$ cat config.mk
export PLATFORM = sky130hd
export DESIGN_NAME = fsk_freq_disc
export DESIGN_NICKNAME = d
export VERILOG_FILES = /design/src/rtl/fsk_disc_pkg.sv /design/src/rtl/fdisc_conj_mult.sv /design/src/rtl/fdisc_movsum.sv /design/src/rtl/fdisc_scale.sv /design/src/rtl/fsk_freq_disc.sv
export SDC_FILE = /design/constraint.sdc
export NUM_CORES = 1
export LEC_CHECK = 0
export BUFFER_PORTS_ARGS = -buffer_cell sky130_fd_sc_hd__buf_4
export CORE_ASPECT_RATIO = 0.8
export CORE_UTILIZATION = 45
export DETAILED_ROUTE_END_ITERATION = 10
export HOLD_SLACK_MARGIN = 0.08
export SYNTH_ARGS = -nofsm -noshare
export SYNTH_HDL_FRONTEND = slang
export SYNTH_SLANG_ARGS = --single-unit
export TNS_END_PERCENT = 100
$ cat constraint.sdc
create_clock -name clk_i -period 5.5 [get_ports clk_i]
set_clock_uncertainty 0.05 [all_clocks]
set_input_delay 0.825 -clock clk_i [delete_from_list [all_inputs] [get_ports clk_i]]
set_output_delay 0.825 -clock clk_i [all_outputs]
set_load 0.005 [all_outputs]
$ cat src/rtl/fsk_disc_pkg.sv
package fsk_disc_pkg;
  localparam int DEF_IN_W  = 8;
  localparam int DEF_OSR   = 6;
  localparam int DEF_SHIFT = 3;
  localparam int DEF_OUT_W = 16;

  // conjugate product of two IN_W-bit complex values, with headroom for a+b
  function automatic int prod_width(input int in_w);
    return 2 * in_w + 1;
  endfunction

  // window of osr products plus a guard bit
  function automatic int sum_width(input int in_w, input int osr);
    return prod_width(in_w) + $clog2(osr) + 1;
  endfunction
endpackage

$ cat src/rtl/fdisc_conj_mult.sv
module fdisc_conj_mult #(
  parameter int IN_W   = 8,
  parameter int PROD_W = 17
) (
  input  logic                     clk_i,
  input  logic                     rst_ni,
  input  logic                     in_vld_i,
  input  logic signed [IN_W-1:0]   in_re_i,
  input  logic signed [IN_W-1:0]   in_im_i,
  output logic                     prod_vld_o,
  output logic signed [PROD_W-1:0] prod_re_o,
  output logic signed [PROD_W-1:0] prod_im_o
);
  logic                   have_prev_q;
  logic signed [IN_W-1:0] prev_re_q, prev_im_q;
  logic signed [PROD_W-1:0] re_d, im_d;

  // z1 * conj(z2): re = ac + bd, im = bc - ad
  always_comb begin
    re_d = PROD_W'(in_re_i) * PROD_W'(prev_re_q) + PROD_W'(in_im_i) * PROD_W'(prev_im_q);
    im_d = PROD_W'(in_im_i) * PROD_W'(prev_re_q) - PROD_W'(in_re_i) * PROD_W'(prev_im_q);
  end

  always_ff @(posedge clk_i or negedge rst_ni) begin
    if (!rst_ni) begin
      have_prev_q <= 1'b0;
      prev_re_q   <= '0;
      prev_im_q   <= '0;
      prod_vld_o  <= 1'b0;
      prod_re_o   <= '0;
      prod_im_o   <= '0;
    end else begin
      prod_vld_o <= in_vld_i && have_prev_q;
      if (in_vld_i) begin
        have_prev_q <= 1'b1;
        prev_re_q   <= in_re_i;
        prev_im_q   <= in_im_i;
        prod_re_o   <= re_d;
        prod_im_o   <= im_d;
      end
    end
  end
endmodule

$ cat src/rtl/fdisc_movsum.sv
module fdisc_movsum #(
  parameter int OSR    = 6,
  parameter int PROD_W = 17,
  parameter int SUM_W  = 21
) (
  input  logic                     clk_i,
  input  logic                     rst_ni,
  input  logic                     prod_vld_i,
  input  logic signed [PROD_W-1:0] prod_re_i,
  input  logic signed [PROD_W-1:0] prod_im_i,
  output logic                     sum_vld_o,
  output logic signed [SUM_W-1:0]  sum_re_o,
  output logic signed [SUM_W-1:0]  sum_im_o
);
  localparam int CNT_W = $clog2(OSR + 1);

  logic signed [PROD_W-1:0] dl_re_q [OSR];
  logic signed [PROD_W-1:0] dl_im_q [OSR];
  logic [CNT_W-1:0]         fill_q;

  always_ff @(posedge clk_i or negedge rst_ni) begin
    if (!rst_ni) begin
      for (int i = 0; i < OSR; i++) begin
        dl_re_q[i] <= '0;
        dl_im_q[i] <= '0;
      end
    end else if (prod_vld_i) begin
      dl_re_q[0] <= prod_re_i;
      dl_im_q[0] <= prod_im_i;
      for (int i = 1; i < OSR; i++) begin
        dl_re_q[i] <= dl_re_q[i-1];
        dl_im_q[i] <= dl_im_q[i-1];
      end
    end
  end

  // add the newest, drop the one leaving the window (zero while filling)
  always_ff @(posedge clk_i or negedge rst_ni) begin
    if (!rst_ni) begin
      sum_re_o  <= '0;
      sum_im_o  <= '0;
      fill_q    <= '0;
      sum_vld_o <= 1'b0;
    end else begin
      sum_vld_o <= prod_vld_i && (fill_q >= CNT_W'(OSR - 1));
      if (prod_vld_i) begin
        sum_re_o <= sum_re_o + SUM_W'(prod_re_i) - SUM_W'(dl_re_q[OSR-1]);
        sum_im_o <= sum_im_o + SUM_W'(prod_im_i) - SUM_W'(dl_im_q[OSR-1]);
        if (fill_q != CNT_W'(OSR)) fill_q <= fill_q + 1'b1;
      end
    end
  end
endmodule

$ cat src/rtl/fdisc_scale.sv
module fdisc_scale #(
  parameter int SUM_W = 21,
  parameter int OUT_W = 16,
  parameter int SHIFT = 3
) (
  input  logic                    clk_i,
  input  logic                    rst_ni,
  input  logic                    sum_vld_i,
  input  logic signed [SUM_W-1:0] sum_re_i,
  input  logic signed [SUM_W-1:0] sum_im_i,
  output logic                    out_vld_o,
  output logic signed [OUT_W-1:0] out_re_o,
  output logic signed [OUT_W-1:0] out_im_o
);
  localparam logic signed [SUM_W-1:0] MAX_V = SUM_W'((64'sd1 <<< (OUT_W - 1)) - 64'sd1);
  localparam logic signed [SUM_W-1:0] MIN_V = ~MAX_V;

  function automatic logic signed [OUT_W-1:0] shr_sat(input logic signed [SUM_W-1:0] v);
    logic signed [SUM_W-1:0] s;
    s = v >>> SHIFT;
    if (s > MAX_V)      return OUT_W'(MAX_V);
    else if (s < MIN_V) return OUT_W'(MIN_V);
    else                return OUT_W'(s);
  endfunction

  always_ff @(posedge clk_i or negedge rst_ni) begin
    if (!rst_ni) begin
      out_vld_o <= 1'b0;
      out_re_o  <= '0;
      out_im_o  <= '0;
    end else begin
      out_vld_o <= sum_vld_i;
      if (sum_vld_i) begin
        out_re_o <= shr_sat(sum_re_i);
        out_im_o <= shr_sat(sum_im_i);
      end
    end
  end
endmodule

$ cat src/rtl/fsk_freq_disc.sv
module fsk_freq_disc
  import fsk_disc_pkg::*;
#(
  parameter int IN_W  = DEF_IN_W,
  parameter int OSR   = DEF_OSR,
  parameter int SHIFT = DEF_SHIFT,
  parameter int OUT_W = DEF_OUT_W
) (
  input  logic                    clk_i,
  input  logic                    rst_ni,
  input  logic                    in_vld_i,
  input  logic signed [IN_W-1:0]  in_re_i,
  input  logic signed [IN_W-1:0]  in_im_i,
  output logic                    out_vld_o,
  output logic signed [OUT_W-1:0] out_re_o,
  output logic signed [OUT_W-1:0] out_im_o
);
  localparam int PROD_W = prod_width(IN_W);
  localparam int SUM_W  = sum_width(IN_W, OSR);

  logic                    prod_vld;
  logic signed [PROD_W-1:0] prod_re, prod_im;
  logic                    sum_vld;
  logic signed [SUM_W-1:0] sum_re, sum_im;

  fdisc_conj_mult #(.IN_W(IN_W), .PROD_W(PROD_W)) u_mult (
    .clk_i, .rst_ni, .in_vld_i, .in_re_i, .in_im_i,
    .prod_vld_o(prod_vld), .prod_re_o(prod_re), .prod_im_o(prod_im)
  );

  fdisc_movsum #(.OSR(OSR), .PROD_W(PROD_W), .SUM_W(SUM_W)) u_sum (
    .clk_i, .rst_ni,
    .prod_vld_i(prod_vld), .prod_re_i(prod_re), .prod_im_i(prod_im),
    .sum_vld_o(sum_vld), .sum_re_o(sum_re), .sum_im_o(sum_im)
  );

  fdisc_scale #(.SUM_W(SUM_W), .OUT_W(OUT_W), .SHIFT(SHIFT)) u_scale (
    .clk_i, .rst_ni,
    .sum_vld_i(sum_vld), .sum_re_i(sum_re), .sum_im_i(sum_im),
    .out_vld_o, .out_re_o, .out_im_o
  );
endmodule

==> results.json, run 1 <==
{
  "synth.area.top_cells": "dfrtp_1 30%, fa_1 19%, mux2_2 9.3%",
  "drive_gt1_share_pct": 26.99,
  "rsz0062_at_grt": "true",
  "hpwl_um": 47420,
  "vias_per_cell": 5.011,
  "synth.most_common_cell": "inv_1",
  "gr-usage-all-layers_pct": 20.73,
  "rrSetupSlack_ps": -40,
  "path_max_fanout": 7,
  "synthFlopType": "dfrtp_1",
  "synth.net_count": 3183,
  "cts_buffer_depth": 3,
  "netlist_area_um2": 27610,
  "core-area_um2": 60160,
  "outcome": "finished, violations left",
  "yosysTopAreaCellShare_pct": 30.36,
  "fin_util_pct": 55.22,
  "die_y_um": 223.5,
  "cts_tree": "yes",
  "die_width_um": 278.9,
  "root_buffer": "clkbuf_16",
  "fin_nets": 3482,
  "synthCells": 2707,
  "violations": "negative setup slack",
  "worstSetupPathType": "flip-flop to flip-flop",
  "drv_slew": 0,
  "seq_area_frac_synth_pct": 30.36,
  "ctsHoldBuffers": 0,
  "dieArea_um2": 62350,
  "final_hold_viol_count": 0,
  "pin_count": 52,
  "syn2layout_area_growth_pct": 20.32,
  "route.detailed.drc": 0,
  "hold_slack_ps": 264.1,
  "relSlewSlack_pct": 29.02,
  "cts_sinks": 335,
  "setup_violations": 4,
  "overflow": 0,
  "required_ps": 5870,
  "setup_slack_ps": -44.68,
  "synth_common_cells": "564 x inv_1, 335 x dfrtp_1, 262 x fa_1",
  "async_reset_ff_share_pct": 100.0,
  "place_congestion": 0.8861,
  "clock_tree.htree_level_count": 2,
  "grt_pass1_vias": 20790,
  "start_util_pct": 45.89,
  "crit_arrival_ps": 5920,
  "firstDrtPassIters": 5,
  "diodes": 0,
  "drtAntennaViolNets": 0,
  "period_share_pct": 100.8,
  "end_kind": "flip-flop",
  "yosys.area.top_type": "dfrtp_1",
  "fmax_mhz": 180.4,
  "drt_iter0_drc": 879,
  "cpPeakStageDelay_ps": 550,
  "synth.distinct_cells": 70,
  "grt_max_degree": 134,
  "numCtsBuffers": 37,
  "drt_wl_total_um": 61900,
  "path_clk_slew_ps": 60,
  "synth_edf_count": 0,
  "worst_pin_slew_ps": 1065,
  "antenna_found_initial": 2,
  "ys_ff_latch": 335,
  "grt_pass1_wl_um": 105100,
  "cap_viol_max_count": 0,
  "yosysWarningCount": 0,
  "clkLatencyLatePin_ps": 550,
  "avgSynthCellArea_um2": 10.20,
  "wl_per_cell_um": 16.06,
  "path_cells": "buf_12, and2_4, fa_1, inv_2, fa_1, inv_2, fa_1, inv_2, fa_1, inv_2, ha_4, nor2b_4, or4_4, a221o_1, nor2_1, xnor2_1, ha_1, nand2_2, o41ai_2, nand2_1, a31o_1",
  "place_ws_ps": -679.1,
  "start_kind": "flip-flop",
  "layout_min_cycle_time_ps": 5545,
  "hp-class": "primary input to asynchronous set/reset pin",
  "cp_top_family": "adder cells",
  "slowest_stage": "fa_1",
  "rows": 80,
  "path_buf_inv": 5,
  "via_count": 19320,
  "numPortBuffers": 51
}
==> logic make-up (layout without fill, tap and decap cells) <==
logic type / Yosys count / in the layout / synth area share (%)
AND/OR/NAND/NOR: 502 / 502 / 9.657
AO/OA/AOI/OAI: 395 / 395 / 9.549
XOR/XNOR: 111 / 111 / 3.521
flip-flops: 335 / 335 / 30.36
multiplexers: 252 / 252 / 10.16
buffers and inverters: 655 / 983 / 8.910
adder cells (fa/ha/maj): 457 / 457 / 27.83
==> flip-flops by register name, summed over array words and instances (netlist names), 3 cells and up <==
| register | count |
|---|---|
| u_mult.prod_im_o | 17 |
| u_mult.prev_im_q | 8 |
| u_mult.prev_re_q | 8 |
| u_sum.sum_re_o | 21 |
| u_mult.prod_re_o | 17 |
| u_scale.out_im_o | 16 |
| u_scale.out_re_o | 16 |
| u_sum.fill_q | 3 |
| u_sum.dl_im_q | 102 |
| u_sum.sum_im_o | 21 |
| u_sum.dl_re_q | 102 |
==> area by class of cell <==
cell class,count,area [um2]
fillers,5233,26940
flip-flops and latches,335,8402
multi-input cells,1717,17530
clock buffers,49,1042
well taps,820,1026
repair buffers,349,2907
clock inverters,19,191.4
inverters,566,2125
==> final timing paths <==
check                                          from              endpoint  depth (start not counted)
worst min register to register   u_mult.have_prev_q    u_mult.have_prev_q                          1
max in group asynchronous                    rst_ni     u_mult.prod_vld_o                          2
worst max register to register  u_mult.prev_re_q[2]  u_mult.prod_re_o[16]                         21
min in group clk_i               u_mult.have_prev_q    u_mult.have_prev_q                          1
worst max-delay path            u_mult.prev_re_q[2]  u_mult.prod_re_o[16]                         21
worst min-delay path                         rst_ni      u_sum.dl_re_q[2]                          1
==> per-layer routing <==
metal,routed length [um],share of wire (%),global-route usage [%]
met4,885,1.4,4.059
met3,2193,3.5,2.753
met1,29840,48,29.36
met2,28980,47,34.17
met5,0,0,0
==> placed cells by master, fill, tap and decap left out, types with 11 or more instances in the layout <==
master	instances
inv_1	539
buf_6	17
dfrtp_2	12
nor3_1	21
dfrtp_1	322
fa_1	253
nand2_1	116
and2_4	18
mux2i_1	25
buf_12	13
o211ai_1	36
nor2b_1	34
xnor2_2	11
xor2_1	32
o21ai_0	96
nand2b_1	15
ha_4	22
a21oi_2	15
buf_4	315
inv_2	25
a21o_1	41
nand3_1	19
ha_1	167
xnor2_1	67
o21a_1	28
mux2_2	227
clkbuf_16	38
nand4_1	11
nor2_1	51
a21oi_1	73
and2_1	160
==> what timing repair did <==
item / 4_1_cts / 5_1_grt
pin swaps: 49 / 67
setup buffers: 24 / 12
gates cloned: 2 / 0
gates resized for setup: 84 / 80
setup endpoints to repair: 10 / 13
==> through the flow <==
stage               instance area (um2)  std cells  setup TNS [ps]
finish                            33220       3855          -145.7
global route                      33220       3855           -1608
CTS                               32780       3845          -211.0
detailed placement                30950       3751           -7188
global placement                  30950       3751           -6265
floorplan                         27810       2707           -1161
Power of run 1 is left out: the tool's default activity adds up to more than one toggle a clock period on the data nets, which glitch-free logic cannot reach.
==> run 2: changes to the inputs <==
Settings changed: ABC_AREA set to 1.
==> run 2 against run 1 <==
Net effect: the flow now finishes without violations; count of clock-buffer cells in the layout grew 3; flip-flop and latch count is the same; via count grew 18%; sequential share of layout area shrank 0.10 points; utilization shrank 2.5 points; non-clock buffer count shrank 76; critical path depth grew 2; synthesized area grew 5.2%; die area grew 5.1%; wire length grew 6.9%; cell count grew 27%.
==> results.json, run 2 <==
{
  "place_inst": 4805,
  "crit_arrival_ps": 5620,
  "vias_per_cell": 4.681,
  "tns_ps": 0,
  "place_ws_ps": -340.3,
  "syn2layout_area_growth_pct": 14.81,
  "seq_area_frac_synth_pct": 28.87,
  "dieArea_um2": 65550,
  "outcome": "finished clean",
  "mostFrequentLayoutCells": "1025 x nand2_1, 1005 x inv_1, 325 x dfrtp_1, 261 x buf_4, 260 x fa_1",
  "worst_pin_slew_ps": 1024,
  "wl_per_cell_um": 13.57,
  "relSlewSlack_pct": 31.71,
  "fin_util_pct": 52.75,
  "antenna_found_initial": 0,
  "worstSetupPathType": "flip-flop to flip-flop",
  "synth.most_common_cell": "nand2_1",
  "setup_violations": 0,
  "hp-class": "primary input to asynchronous set/reset pin",
  "required_ps": 5870,
  "drive_gt1_share_pct": 10.73,
  "setup_slack_ps": 243.4,
  "gr-usage-all-layers_pct": 21.17,
  "yosysTopAreaCellShare_pct": 28.87,
  "pin_count": 52,
  "synthFlopType": "dfrtp_1",
  "die_y_um": 229.2,
  "synth.net_count": 4308,
  "diodes": 0,
  "avgSynthCellArea_um2": 7.578,
  "path_clk_slew_ps": 70,
  "yosysWarningCount": 0,
  "place_congestion": 0.9012,
  "synth.area.top_cells": "dfrtp_1 29%, fa_1 18%, nand2_1 13%",
  "ys_ff_latch": 335,
  "layout_min_cycle_time_ps": 5257,
  "numPortBuffers": 51,
  "r2r_start": "u_mult.prev_im_q[2]",
  "synth.distinct_cells": 36,
  "stdcell_count": 4877,
  "overflow": 0,
  "drt_wl_total_um": 66190,
  "clock_tree.htree_level_count": 2,
  "synth_common_cells": "1030 x nand2_1, 1009 x inv_1, 335 x dfrtp_1",
  "drtAntennaViolNets": 0,
  "ctsHoldBuffers": 0,
  "die_width_um": 286.0,
  "cts_buffer_depth": 3,
  "final_hold_viol_count": 0,
  "grt_max_degree": 174,
  "cts_sinks": 335,
  "end_kind": "flip-flop",
  "grt_pass1_wl_um": 114200,
  "grt_pass1_vias": 23140,
  "fmax_mhz": 190.2,
  "r2r_cells": 23,
  "rsz0062_at_grt": "true",
  "yosys.area.top_type": "dfrtp_1",
  "cts_tree": "yes",
  "synthCells": 3832,
  "clkLatencyLatePin_ps": 550,
  "start_util_pct": 45.95,
  "numCtsBuffers": 36,
  "core-area_um2": 63200,
  "rows": 82,
  "drv_slew": 0,
  "top_regs": "u_sum.dl_im_q x102, u_sum.dl_re_q x102",
  "via_count": 22830,
  "period_share_pct": 95.58,
  "layout_commonest_cell": "nand2_1",
  "fin_nets": 4486,
  "hpwl_um": 51710,
  "r2r_end": "u_mult.prod_im_o[15]",
  "root_buffer": "clkbuf_16",
  "rrSetupSlack_ps": 240,
  "start_kind": "flip-flop",
  "netlist_area_um2": 29040,
  "async_reset_ff_share_pct": 100.0,
  "route.detailed.drc": 0,
  "cap_viol_max_count": 0,
  "drt_iter0_drc": 1442,
  "synth_edf_count": 0,
  "path_max_fanout": 6,
  "firstDrtPassIters": 8
}
-- run 2: cell count changes after synthesis, sizes merged, moves of 38 or more --
cell,delta
mux2,-225
nand2,+909
nor2,+101
inv,+447
and2,-176
nor2b,-39
o21ai,+175
a21o,-38
nand3,+110
-- run 2: per-stage QoR --
step | cell area (um2) | hold slack (ps)
2_1_floorplan | 29190 | 301.9
6_report | 33340 | 183.1
5_1_grt | 33340 | 224.0
3_3_place_gp | 31660 | 392.5
3_5_place_dp | 31660 | 412.4
4_1_cts | 32880 | 203.0
-- run 2: cell families after synthesis --
logic type | share of synthesized area [%]
AO/OA/AOI/OAI | 7.799
XOR/XNOR | 2.624
adder cells (fa/ha/maj) | 26.47
buffers and inverters | 15.17
flip-flops | 28.87
multiplexers | 0.07755
AND/OR/NAND/NOR | 18.99
-- run 2: how the worst max path moves through the flow --
stage / start / end / slack, ps / depth (start not counted)
2_1_floorplan: in_im_i[7] / u_mult.prod_re_o[14] / -10 / 26
3_3_place_gp: in_im_i[7] / u_mult.prod_re_o[16] / -360 / 27
3_5_place_dp: in_re_i[7] / u_mult.prod_re_o[16] / -340 / 23
4_1_cts: u_mult.prev_re_q[2] / u_mult.prod_re_o[16] / 40 / 22
5_1_grt: u_mult.prev_im_q[2] / u_mult.prod_im_o[15] / -80 / 25
6_report: u_mult.prev_im_q[2] / u_mult.prod_im_o[15] / 240 / 23
-- run 2: what timing repair did --
action                                 4_1_cts  5_1_grt
endpoints found under the hold margin        0        0
buffers inserted                             0        7
gates resized for setup                      0       91
setup endpoints to repair                    0       17
-- run 2: area by class of cell --
type | count | area (um2)
multi-input cells | 2353 | 16680
clock inverters | 13 | 143.9
fillers | 6149 | 29860
inverters | 1011 | 3806
flip-flops and latches | 335 | 8398
well taps | 840 | 1051
repair buffers | 273 | 2186
clock buffers | 52 | 1074
-- run 2: routing by layer --
metal	vias up	track usage, %	part of all wire (%)
li1	11690	-	-
met1	10790	31.56	52
met2	295	32.61	43
met3	60	3.118	3.8
met4	0	4.261	1.5
met5	-	0	0
-- run 2: worst max-delay path, stage by stage, from the launching register on --
cell and delay, ps:
dfrtp_2 450, buf_4 170, nand2_1 150, inv_1 90, fa_1 490, fa_1 520, fa_1 510, inv_1 60
fa_1 470, inv_1 50, ha_2 300, a21oi_2 180, nor2_1 60, nor2_1 130, nand3_1 150, xor2_2 310
ha_4 260, buf_4 140, nand2_1 80, o21ai_0 100, a21oi_1 170, nand3_1 100, nand3_1 90, nand2_1 50
Power of run 2 is left out for the same reason.
==> run 3: changes to the inputs <==
Settings changed: CORE_UTILIZATION 45 to 31.
==> run 3 against run 2 <==
Net effect: cell count increased by 7.4%; register-to-register slack about the same; fmax increased by 0.26%; via count decreased by 0.19%; largest cell class unchanged; global-route usage decreased by 6.1 points; wire length increased by 3.9%.
==> results.json, run 3 (synthesis results as in run 2) <==
{
  "outcome": "finished clean",
  "grt_pass1_wl_um": 116900,
  "fin_util_pct": 36.10,
  "path_cells": "buf_6, nand2_1, inv_1, fa_1, inv_1, fa_1, inv_1, fa_1, inv_1, fa_1, inv_1, ha_2, a21oi_2, nand2_1, nand2_1, o2111ai_1, xor2_1, ha_4, a21oi_2, o21ai_0, a21oi_1, nand3_1, nand3_1, nand2_1",
  "firstDrtPassIters": 5,
  "rsz0062_at_grt": "true",
  "diodes": 0,
  "layout_commonest_cell": "nand2_1",
  "start_kind": "flip-flop",
  "hp-class": "primary input to asynchronous set/reset pin",
  "grt_pass1_vias": 22850,
  "mostFrequentLayoutCells": "1024 x nand2_1, 1001 x inv_1, 323 x dfrtp_1, 259 x fa_1, 236 x buf_4",
  "critPathMostFrequentCell": "inv_1",
  "slowest_stage": "dfrtp_4",
  "grt_max_degree": 185,
  "ctsHoldBuffers": 0,
  "drtAntennaViolNets": 0,
  "die_y_um": 275.7,
  "syn2layout_area_growth_pct": 15.59,
  "numPortBuffers": 51,
  "postLayoutCellArea_um2": 33560,
  "numCtsBuffers": 37,
  "path_clk_slew_ps": 60,
  "placed_area_um2": 31980,
  "tns_ps": 0,
  "cts_buffer_depth": 3,
  "antenna_found_initial": 0,
  "cts_sinks": 335,
  "cpPeakStageDelay_ps": 580,
  "clkLatencyLatePin_ps": 530,
  "die_width_um": 344.2,
  "final_hold_viol_count": 0,
  "gr-usage-all-layers_pct": 15.05,
  "root_buffer": "clkbuf_16",
  "fmax_mhz": 190.7,
  "via_count": 22780,
  "drt_wl_total_um": 68740,
  "start_util_pct": 31.24,
  "place_congestion": 0.8864,
  "worstSetupPathType": "flip-flop to flip-flop",
  "layout_min_cycle_time_ps": 5243,
  "worst_pin_slew_ps": 1086,
  "crit_arrival_ps": 5610,
  "drive_gt1_share_pct": 10.18,
  "r2r_cells": 24,
  "hpwl_um": 53290,
  "vias_per_cell": 4.348,
  "route.detailed.drc": 0,
  "rows": 100,
  "overflow": 0,
  "relSlewSlack_pct": 27.63,
  "path_max_fanout": 7,
  "r2r_start": "u_mult.prev_re_q[2]",
  "period_share_pct": 95.33,
  "required_ps": 5870,
  "dieArea_um2": 94910,
  "core-area_um2": 92960,
  "cts_tree": "yes",
  "clock_tree.htree_level_count": 2,
  "pin_count": 52,
  "drt_iter0_drc": 1405,
  "fin_nets": 4467,
  "wl_per_cell_um": 13.12,
  "r2r_end": "u_mult.prod_im_o[15]",
  "drv_slew": 0,
  "setup_violations": 0,
  "cap_viol_max_count": 0,
  "rrSetupSlack_ps": 260,
  "end_kind": "flip-flop",
  "crit_start": "u_mult.prev_re_q[2]",
  "top_regs": "u_sum.dl_im_q x102, u_sum.dl_re_q x102"
}
run 3: changes by cell type in the layout (fill, tap and decap cells not counted), moves of 5 or more:
cell | previous run | this run
buf_4 | 261 | 236
ha_4 | 15 | 10
xor2_2 | 6 | 1
xor2_1 | 33 | 38
clkinvlp_4 | 5 | 0
run 3: metrics by stage:
step | hold slack, ps | setup slack (ps) | std cells
after global placement | 404.1 | -320.2 | 5166
after floorplan | 301.9 | -14.60 | 3832
after global routing | 314.3 | -77.23 | 5240
after CTS | 283.7 | 65.08 | 5230
after detailed placement | 408.5 | -345.2 | 5166
final | 270.8 | 257.1 | 5240
run 3: area by class of cell:
class                           instances  area [um2]
Fill cell                            9710       59400
Multi-Input combinational cell       2353       16590
Sequential cell                       335        8403
Inverter                             1011        3807
Timing Repair Buffer                  253        2048
Tap cell                             1224        1531
Clock buffer                           52        1054
Clock inverter                         12       128.9
run 3: worst max-delay path by stage:
| stage | end | cells past startpoint |
|---|---|---|
| 6_report | u_mult.prod_im_o[15] | 24 |
| 3_5_place_dp | u_mult.prod_im_o[16] | 31 |
| 3_3_place_gp | u_mult.prod_im_o[16] | 31 |
| 4_1_cts | u_mult.prod_re_o[15] | 21 |
| 5_1_grt | u_mult.prod_im_o[15] | 26 |
| 2_1_floorplan | u_mult.prod_re_o[14] | 26 |
run 3: worst max-delay path: cells and delay by family (launching register included):
kind | cells | cell delay [ps]
adders and majority gates | 6 | 2570
AOI/OAI and AO/OA | 5 | 720
DFF | 1 | 580
and+or+nand+nor | 6 | 450
buffers and inverters | 6 | 430
xor gates and xnor gates | 1 | 310
run 3: repair_timing:
item,CTS,global route
pin swaps,0,17
resized for setup,1,97
setup buffers,0,10
cloned,0,0
endpoints found under the setup margin,2,17
run 3: layer usage:
layer  vias to the layer above  routed length [um]  global-route usage [%]
met5                         -                   0                       0
met4                         0                 935                   2.655
met3                        54                2805                   1.791
met2                       292               29040                   23.23
met1                     10780               35950                   22.65
li1                      11660                   -                       -
Power of run 3 is left out for the same reason.
